$ cat config.mk
export PLATFORM = sky130hd
export DESIGN_NAME = i2c_host_regs
export DESIGN_NICKNAME = d
export VERILOG_FILES = /design/src/rtl/i2c_hreg_pkg.sv /design/src/rtl/i2c_hreg_cmd.sv /design/src/rtl/i2c_hreg_data.sv /design/src/rtl/i2c_host_regs.sv
export SDC_FILE = /design/constraint.sdc
export NUM_CORES = 1
export LEC_CHECK = 0
export ABC_CLOCK_PERIOD_IN_PS = 2600
export BUFFER_PORTS_ARGS = -buffer_cell sky130_fd_sc_hd__buf_2
export CORE_UTILIZATION = 50
export CTS_BUF_LIST = sky130_fd_sc_hd__clkbuf_8
export CTS_CLUSTER_DIAMETER = 100
export DETAILED_ROUTE_END_ITERATION = 8
export HOLD_SLACK_MARGIN = 0.05
export PLACE_DENSITY = 0.75
export SKIP_LAST_GASP = 1
export SYNTH_ARGS = -nofsm -noshare
export SYNTH_HDL_FRONTEND = slang
export SYNTH_SLANG_ARGS = --single-unit
export TNS_END_PERCENT = 100
$ cat constraint.sdc
create_clock -name clk -period 2.6 [get_ports clk]
set_input_delay 0.52 -clock clk [delete_from_list [all_inputs] [get_ports clk]]
set_output_delay 0.52 -clock clk [all_outputs]
set_load 0.05 [all_outputs]
$ cat src/rtl/i2c_hreg_pkg.sv
package i2c_hreg_pkg;
  localparam int unsigned ADDR_W = 3;

  localparam logic [ADDR_W-1:0] A_CLK0 = 3'd0;
  localparam logic [ADDR_W-1:0] A_CTRL = 3'd2;
  localparam logic [ADDR_W-1:0] A_STAT = 3'd3;
  localparam logic [ADDR_W-1:0] A_TXD  = 3'd4;
  localparam logic [ADDR_W-1:0] A_RXD  = 3'd5;

  localparam int unsigned CB_IEN   = 1;
  localparam int unsigned CB_IACK  = 2;
  localparam int unsigned CB_WR    = 3;
  localparam int unsigned CB_RD    = 4;
  localparam int unsigned CB_STOP  = 5;
  localparam int unsigned CB_START = 6;
  localparam int unsigned CB_NACK  = 7;

  typedef struct packed {
    logic start;
    logic stop;
    logic rd;
    logic wr;
  } cmd_t;
endpackage

$ cat src/rtl/i2c_hreg_cmd.sv
module i2c_hreg_cmd
  import i2c_hreg_pkg::*;
(
  input  logic       clk,
  input  logic       rst_n,
  input  logic       ctrl_we,
  input  logic [7:0] wdata,
  input  logic       start_done,
  input  logic       byte_done,
  input  logic       stop_done,
  output cmd_t       cmd_q,
  output logic       ien_q,
  output logic       nack_q,
  output logic       irq_pend_q,
  output logic       busy,
  output logic       load_tx,
  output logic       wr_fin,
  output logic       rd_fin
);
  cmd_t cmd_d;
  logic accept, cmd_en, finish, pend_en, pend_d;
  logic unused_wdata0;

  assign unused_wdata0 = wdata[0];

  always_comb begin
    busy   = |cmd_q;
    accept = ctrl_we & ~busy;
    cmd_d  = cmd_q;
    if (start_done) cmd_d.start = 1'b0;
    if (byte_done) begin
      cmd_d.wr = 1'b0;
      cmd_d.rd = 1'b0;
    end
    if (stop_done) cmd_d.stop = 1'b0;
    if (accept) begin
      cmd_d.start = wdata[CB_START];
      cmd_d.stop  = wdata[CB_STOP];
      cmd_d.rd    = wdata[CB_RD];
      cmd_d.wr    = wdata[CB_WR];
    end
    cmd_en  = accept | start_done | byte_done | stop_done;
    finish  = busy & (cmd_d == '0);
    pend_en = finish | (ctrl_we & wdata[CB_IACK]);
    pend_d  = finish;
    load_tx = accept & wdata[CB_WR];
    wr_fin  = byte_done & cmd_q.wr;
    rd_fin  = byte_done & cmd_q.rd;
  end

  always_ff @(posedge clk or negedge rst_n) begin
    if (!rst_n) begin
      cmd_q      <= '0;
      ien_q      <= 1'b0;
      nack_q     <= 1'b0;
      irq_pend_q <= 1'b0;
    end else begin
      if (cmd_en) cmd_q <= cmd_d;
      if (ctrl_we) begin
        ien_q  <= wdata[CB_IEN];
        nack_q <= wdata[CB_NACK];
      end
      if (pend_en) irq_pend_q <= pend_d;
    end
  end

  // start drops after the engine reports the START
  p_start_clear_r5: assert property (@(posedge clk) disable iff (!rst_n)
    (start_done && cmd_q.start) |=> !cmd_q.start);

  // command bits hold when written while busy
  p_busy_ignore_r10: assert property (@(posedge clk) disable iff (!rst_n)
    (busy && ctrl_we && !start_done && !byte_done && !stop_done) |=> $stable(cmd_q));

  // a queued stop survives the byte completion
  p_stop_hold_r7: assert property (@(posedge clk) disable iff (!rst_n)
    (byte_done && cmd_q.stop && !stop_done) |=> (cmd_q.stop && !$rose(irq_pend_q)));

  // an interrupt only becomes pending out of a busy state
  p_pend_source_r8: assert property (@(posedge clk) disable iff (!rst_n)
    $rose(irq_pend_q) |-> $past(busy));

  // acknowledge clears the pending flag when nothing completes
  p_iack_clear_r9: assert property (@(posedge clk) disable iff (!rst_n)
    (ctrl_we && wdata[CB_IACK] && !start_done && !byte_done && !stop_done) |=> !irq_pend_q);
endmodule

$ cat src/rtl/i2c_hreg_data.sv
module i2c_hreg_data
  import i2c_hreg_pkg::*;
#(
  parameter int unsigned        DIV_W     = 16,
  parameter logic [DIV_W-1:0]   DIV_RESET = 16'd100
) (
  input  logic              clk,
  input  logic              rst_n,
  input  logic              bus_we,
  input  logic [ADDR_W-1:0] addr,
  input  logic [7:0]        wdata,
  input  logic              load_tx,
  input  logic              wr_fin,
  input  logic              rd_fin,
  input  logic              rx_ack,
  input  logic [7:0]        rx_byte,
  output logic [DIV_W-1:0]  clk_div,
  output logic [7:0]        tx_byte,
  output logic [7:0]        txd_q,
  output logic [7:0]        rxd_q,
  output logic              rxack_q
);
  localparam int unsigned DIV_BYTES = DIV_W / 8;

  for (genvar gi = 0; gi < DIV_BYTES; gi++) begin : g_div
    logic       hit;
    logic [7:0] q;
    assign hit = bus_we && (addr == ADDR_W'(int'(A_CLK0) + gi));
    always_ff @(posedge clk or negedge rst_n) begin
      if (!rst_n)   q <= DIV_RESET[8*gi +: 8];
      else if (hit) q <= wdata;
    end
    assign clk_div[8*gi +: 8] = q;
  end

  logic txd_en;
  assign txd_en = bus_we && (addr == A_TXD);

  always_ff @(posedge clk or negedge rst_n) begin
    if (!rst_n) begin
      txd_q   <= '0;
      tx_byte <= '0;
      rxd_q   <= '0;
      rxack_q <= 1'b0;
    end else begin
      if (txd_en)  txd_q   <= wdata;
      if (load_tx) tx_byte <= txd_q;
      if (rd_fin)  rxd_q   <= rx_byte;
      if (wr_fin)  rxack_q <= rx_ack;
    end
  end

  // the received byte lands in the read register
  p_rx_copy_r6: assert property (@(posedge clk) disable iff (!rst_n)
    rd_fin |=> (rxd_q == $past(rx_byte)));

  // the engine byte moves only on an accepted write command
  p_tx_hold_r4: assert property (@(posedge clk) disable iff (!rst_n)
    !load_tx |=> $stable(tx_byte));

  // acknowledge status moves only on a finished write byte
  p_ack_hold_r5: assert property (@(posedge clk) disable iff (!rst_n)
    !wr_fin |=> $stable(rxack_q));
endmodule

$ cat src/rtl/i2c_host_regs.sv
module i2c_host_regs
  import i2c_hreg_pkg::*;
#(
  parameter int unsigned      DIV_W     = 16,
  parameter logic [DIV_W-1:0] DIV_RESET = 16'd100
) (
  input  logic              clk,
  input  logic              rst_n,
  input  logic              bus_sel,
  input  logic              bus_wr,
  input  logic [ADDR_W-1:0] bus_addr,
  input  logic [7:0]        bus_wdata,
  output logic [7:0]        bus_rdata,
  output logic              irq_o,
  output logic [DIV_W-1:0]  clk_div_o,
  output logic [7:0]        tx_byte_o,
  output logic              cmd_start_o,
  output logic              cmd_wr_o,
  output logic              cmd_rd_o,
  output logic              cmd_stop_o,
  output logic              cmd_nack_o,
  input  logic              eng_start_done,
  input  logic              eng_byte_done,
  input  logic              eng_stop_done,
  input  logic              eng_rx_ack,
  input  logic [7:0]        eng_rx_byte
);
  localparam int unsigned DIV_BYTES = DIV_W / 8;

  logic [1:0] rst_pipe;
  logic       rst_n_s;

  always_ff @(posedge clk or negedge rst_n) begin
    if (!rst_n) rst_pipe <= 2'b00;
    else        rst_pipe <= {rst_pipe[0], 1'b1};
  end
  assign rst_n_s = rst_pipe[1];

  logic bus_we, bus_re, ctrl_we;
  assign bus_we  = bus_sel & bus_wr;
  assign bus_re  = bus_sel & ~bus_wr;
  assign ctrl_we = bus_we & (bus_addr == A_CTRL);

  cmd_t       cmd_q;
  logic       ien_q, nack_q, irq_pend_q, busy, load_tx, wr_fin, rd_fin;
  logic [7:0] txd_q, rxd_q;
  logic       rxack_q;

  i2c_hreg_cmd u_cmd (
    .clk        (clk),
    .rst_n      (rst_n_s),
    .ctrl_we    (ctrl_we),
    .wdata      (bus_wdata),
    .start_done (eng_start_done),
    .byte_done  (eng_byte_done),
    .stop_done  (eng_stop_done),
    .cmd_q      (cmd_q),
    .ien_q      (ien_q),
    .nack_q     (nack_q),
    .irq_pend_q (irq_pend_q),
    .busy       (busy),
    .load_tx    (load_tx),
    .wr_fin     (wr_fin),
    .rd_fin     (rd_fin)
  );

  i2c_hreg_data #(
    .DIV_W     (DIV_W),
    .DIV_RESET (DIV_RESET)
  ) u_data (
    .clk     (clk),
    .rst_n   (rst_n_s),
    .bus_we  (bus_we),
    .addr    (bus_addr),
    .wdata   (bus_wdata),
    .load_tx (load_tx),
    .wr_fin  (wr_fin),
    .rd_fin  (rd_fin),
    .rx_ack  (eng_rx_ack),
    .rx_byte (eng_rx_byte),
    .clk_div (clk_div_o),
    .tx_byte (tx_byte_o),
    .txd_q   (txd_q),
    .rxd_q   (rxd_q),
    .rxack_q (rxack_q)
  );

  always_comb begin
    bus_rdata = '0;
    if (bus_re) begin
      for (int i = 0; i < DIV_BYTES; i++) begin
        if (bus_addr == ADDR_W'(int'(A_CLK0) + i)) bus_rdata = clk_div_o[8*i +: 8];
      end
      case (bus_addr)
        A_CTRL:  bus_rdata = {nack_q, cmd_q.start, cmd_q.stop, cmd_q.rd,
                              cmd_q.wr, 1'b0, ien_q, 1'b0};
        A_STAT:  bus_rdata = {5'b0, irq_pend_q, rxack_q, busy};
        A_TXD:   bus_rdata = txd_q;
        A_RXD:   bus_rdata = rxd_q;
        default: ;
      endcase
    end
  end

  assign irq_o       = irq_pend_q & ien_q;
  assign cmd_start_o = cmd_q.start;
  assign cmd_wr_o    = cmd_q.wr;
  assign cmd_rd_o    = cmd_q.rd;
  assign cmd_stop_o  = cmd_q.stop;
  assign cmd_nack_o  = nack_q;
endmodule

==> impl_metrics.tcl <==
set metrics [dict create \
    tns_ns 0 \
    cpPeakStageDelay_ns 0.54 \
    outcome "finished, violations left" \
    grt_max_degree 49 \
    grt_pass1_wl_mm 8.88 \
    via_count 1692 \
    synth_common_cells "dfrtp_1 (47), mux2_2 (41), mux2i_1 (11)" \
    drive_above_1_share 0.557 \
    synth-edff-count 0 \
    path_class "register to output port" \
    routed_wl_mm 5.46 \
    cpMaxStageDelayCell "or4_4" \
    htree_levels 2 \
    ys_top_cells_by_area "dfrtp_1 (49%), mux2_2 (19%), mux2_4 (5.0%), mux2i_1 (4.6%), dfstp_2 (3.3%)" \
    maxCapViolCount 0 \
    worst_setup_path_start_kind "register" \
    synthCells 184 \
    drtIter0Drc 129 \
    core_mm2 0.00447 \
    cp.required_ns 2.08 \
    firstDrtPassIters 6 \
    yosys.area.top_type "dfrtp_1" \
    max_clock_freq_ghz 0.395 \
    syn_nets 211 \
    slew_violations 0 \
    post-route-period-util 0.974 \
    cts_num_sinks 50 \
    netlist-cell-type-count 36 \
    synth_area_per_cell_um2 13.0 \
    yosysTopAreaCellShare 0.490 \
    clockBufferDepth 2 \
    finClkSkew_ns 0.00282 \
    path_cells "or4_4 -> and3_2 -> o311a_1 -> buf_4" \
    netlist_area_mm2 0.00240 \
    slew_headroom 0.309 \
    ys_seq_area_frac 0.523 \
    power_density_mw_per_mm2 785 \
    clk_pin_slew_worst_paths_ns 0.08 \
    yosysMostFrequentCell "dfrtp_1" \
    grtUsageTotal 0.233 \
    root_buffer "clkbuf_8" \
    place.gp.congestion 0.734 \
    grt_pass1_vias 1775 \
    fin_crit_ns 2.53 \
    cts_setup_buffers 0 \
    rsz0062_at_grt "false" \
    antenna_left 0 \
    row_count 24 \
    antenna_found_initial 0 \
    synth-main-ff-cell "dfrtp_1" \
    ys_warn_count 0 \
    path_buf_inv 1 \
    num_antenna_cells 0 \
    worstPathArrival_ns 2.01 \
    cts_made_buffers 5 \
    dieHeight_um 71.3 \
    postSynth.asyncResetShare 1.00 \
    tightest_slew_ns 1.04 \
    io_pins 65 \
    critPathCaptureType "output port" \
    critPathMaxFanout 6 \
    viasPerCell 5.55 \
    die-area_mm2 0.00508 \
    layout.nets 279 \
    synth-seq-cells 50 \
    ir_drop_mv 0.477 \
    wire_per_inst_um 17.9 \
    hold_ws_ns 0.355 \
    cpLargestDelayFamily "simple AND/OR/NAND/NOR gates" \
    initial_utilization 0.536 \
    drcViolationCount 4 \
    clk_latency_ns 0.30 \
    cts_tree "done" \
    die_w_um 71.3 \
    power.leakage_nw 1.50 \
    hold_violations 0 \
    overflow 0 \
    syn2layout_area_growth_pct 20.1 \
    violations "DRC" \
    r2r_slack_ns 0.54 \
    min_path_type "register to register" \
    post-dp-hpwl_mm 3.85 \
    portBuffers 64 \
    finalSetupViolCount 0 \
]
[layer usage]
layer	vias to the layer above	GRT usage	wire length (µm)
met5	-	0	0
met4	0	0.0622	43
met3	4	0.0520	258
met2	49	0.365	2570
met1	842	0.331	2590
li1	797	-	-
[layout by cell type, fill, tap and decap left out, drive strengths merged, types with 2 or more instances in the layout]
cell type and count:
buf 71, mux2 49, dfrtp 47, mux2i 11
nor2 10, inv 8, a21oi 6, o221a 6
nand2b 5, clkbuf 5, nand2 4, nor2b 3
o21ai 3, dfstp 3, and3b 2, a21o 2
nor3 2
[report_power, final]
part / internal, W / total (W) / switching [W]
clock network: 0.000180 / 0.000428 / 0.000248
logic: 0.000273 / 0.000773 / 0.000500
registers: 0.000942 / 0.00106 / 0.000119
total: 0.00139 / 0.00226 / 0.000867
[what timing repair did]
action	CTS	global route
resized for setup	0	3
hold buffers	1	0
endpoints found under the setup margin	0	1
hold endpoints to repair	2	0
[logic make-up (layout without fill, tap and decap cells)]
family,Yosys count,count (layout),share of synthesized area
buf+inv,16,85,0.0292
other cells,1,1,0.00156
flops,50,50,0.523
simple gates,35,35,0.0866
mux,60,60,0.288
compound gates,22,22,0.0714
[stage by stage]
stage / utilization / power [W] / std cells / cell area (µm²) / setup WS [ns]
2_1_floorplan: - / 0.00165 / 184 / 2400 / 0.0780
5_1_grt: 0.644 / 0.00236 / 305 / 2880 / 0.0182
6_report: 0.644 / 0.00226 / 305 / 2880 / 0.0677
3_3_place_gp: 0.623 / 0.00183 / 296 / 2790 / 0.177
3_5_place_dp: 0.623 / 0.00185 / 296 / 2790 / 0.170
4_1_cts: 0.643 / 0.00227 / 305 / 2880 / 0.0393
[final timing paths]
check                                                start  cells past startpoint                       endpoint
min in group asynchronous            rst_pipe[1]$_DFF_PN0_                      0  u_data.tx_byte[0]$_DFFE_PN0P_
worst min-delay path                 rst_pipe[0]$_DFF_PN0_                      0          rst_pipe[1]$_DFF_PN0_
worst max register to register  u_cmd.cmd_q[1]$_DFFE_PN0P_                      3  u_data.tx_byte[7]$_DFFE_PN0P_
max in group asynchronous            rst_pipe[1]$_DFF_PN0_                      0     u_cmd.cmd_q[1]$_DFFE_PN0P_
worst max-delay path            u_cmd.cmd_q[1]$_DFFE_PN0P_                      4                   bus_rdata[0]
worst min register to register       rst_pipe[0]$_DFF_PN0_                      0          rst_pipe[1]$_DFF_PN0_
[sequential cells by signal, indices dropped and copies added, names as in the netlist]
register and flops:
rst_pipe 2, u_cmd.nack_q 1, u_data.rxd_q 8, u_data.tx_byte 8, u_data.rxack_q 1, u_cmd.ien_q 1
u_data.g_div.q 16, u_data.txd_q 8, u_cmd.irq_pend_q 1, u_cmd.cmd_q 4
[layout make-up]
| cell class | count | area [µm²] |
|---|---|---|
| fillers | 367 | 1590 |
| flip-flops and latches | 50 | 1260 |
| multi-input cells | 118 | 1070 |
| repair buffers | 72 | 385 |
| clock buffers | 5 | 68.8 |
| well taps | 52 | 65.1 |
| inverters | 5 | 18.8 |
| clock inverters | 3 | 11.3 |
Note: power is estimated with default switching activity, not from simulation.
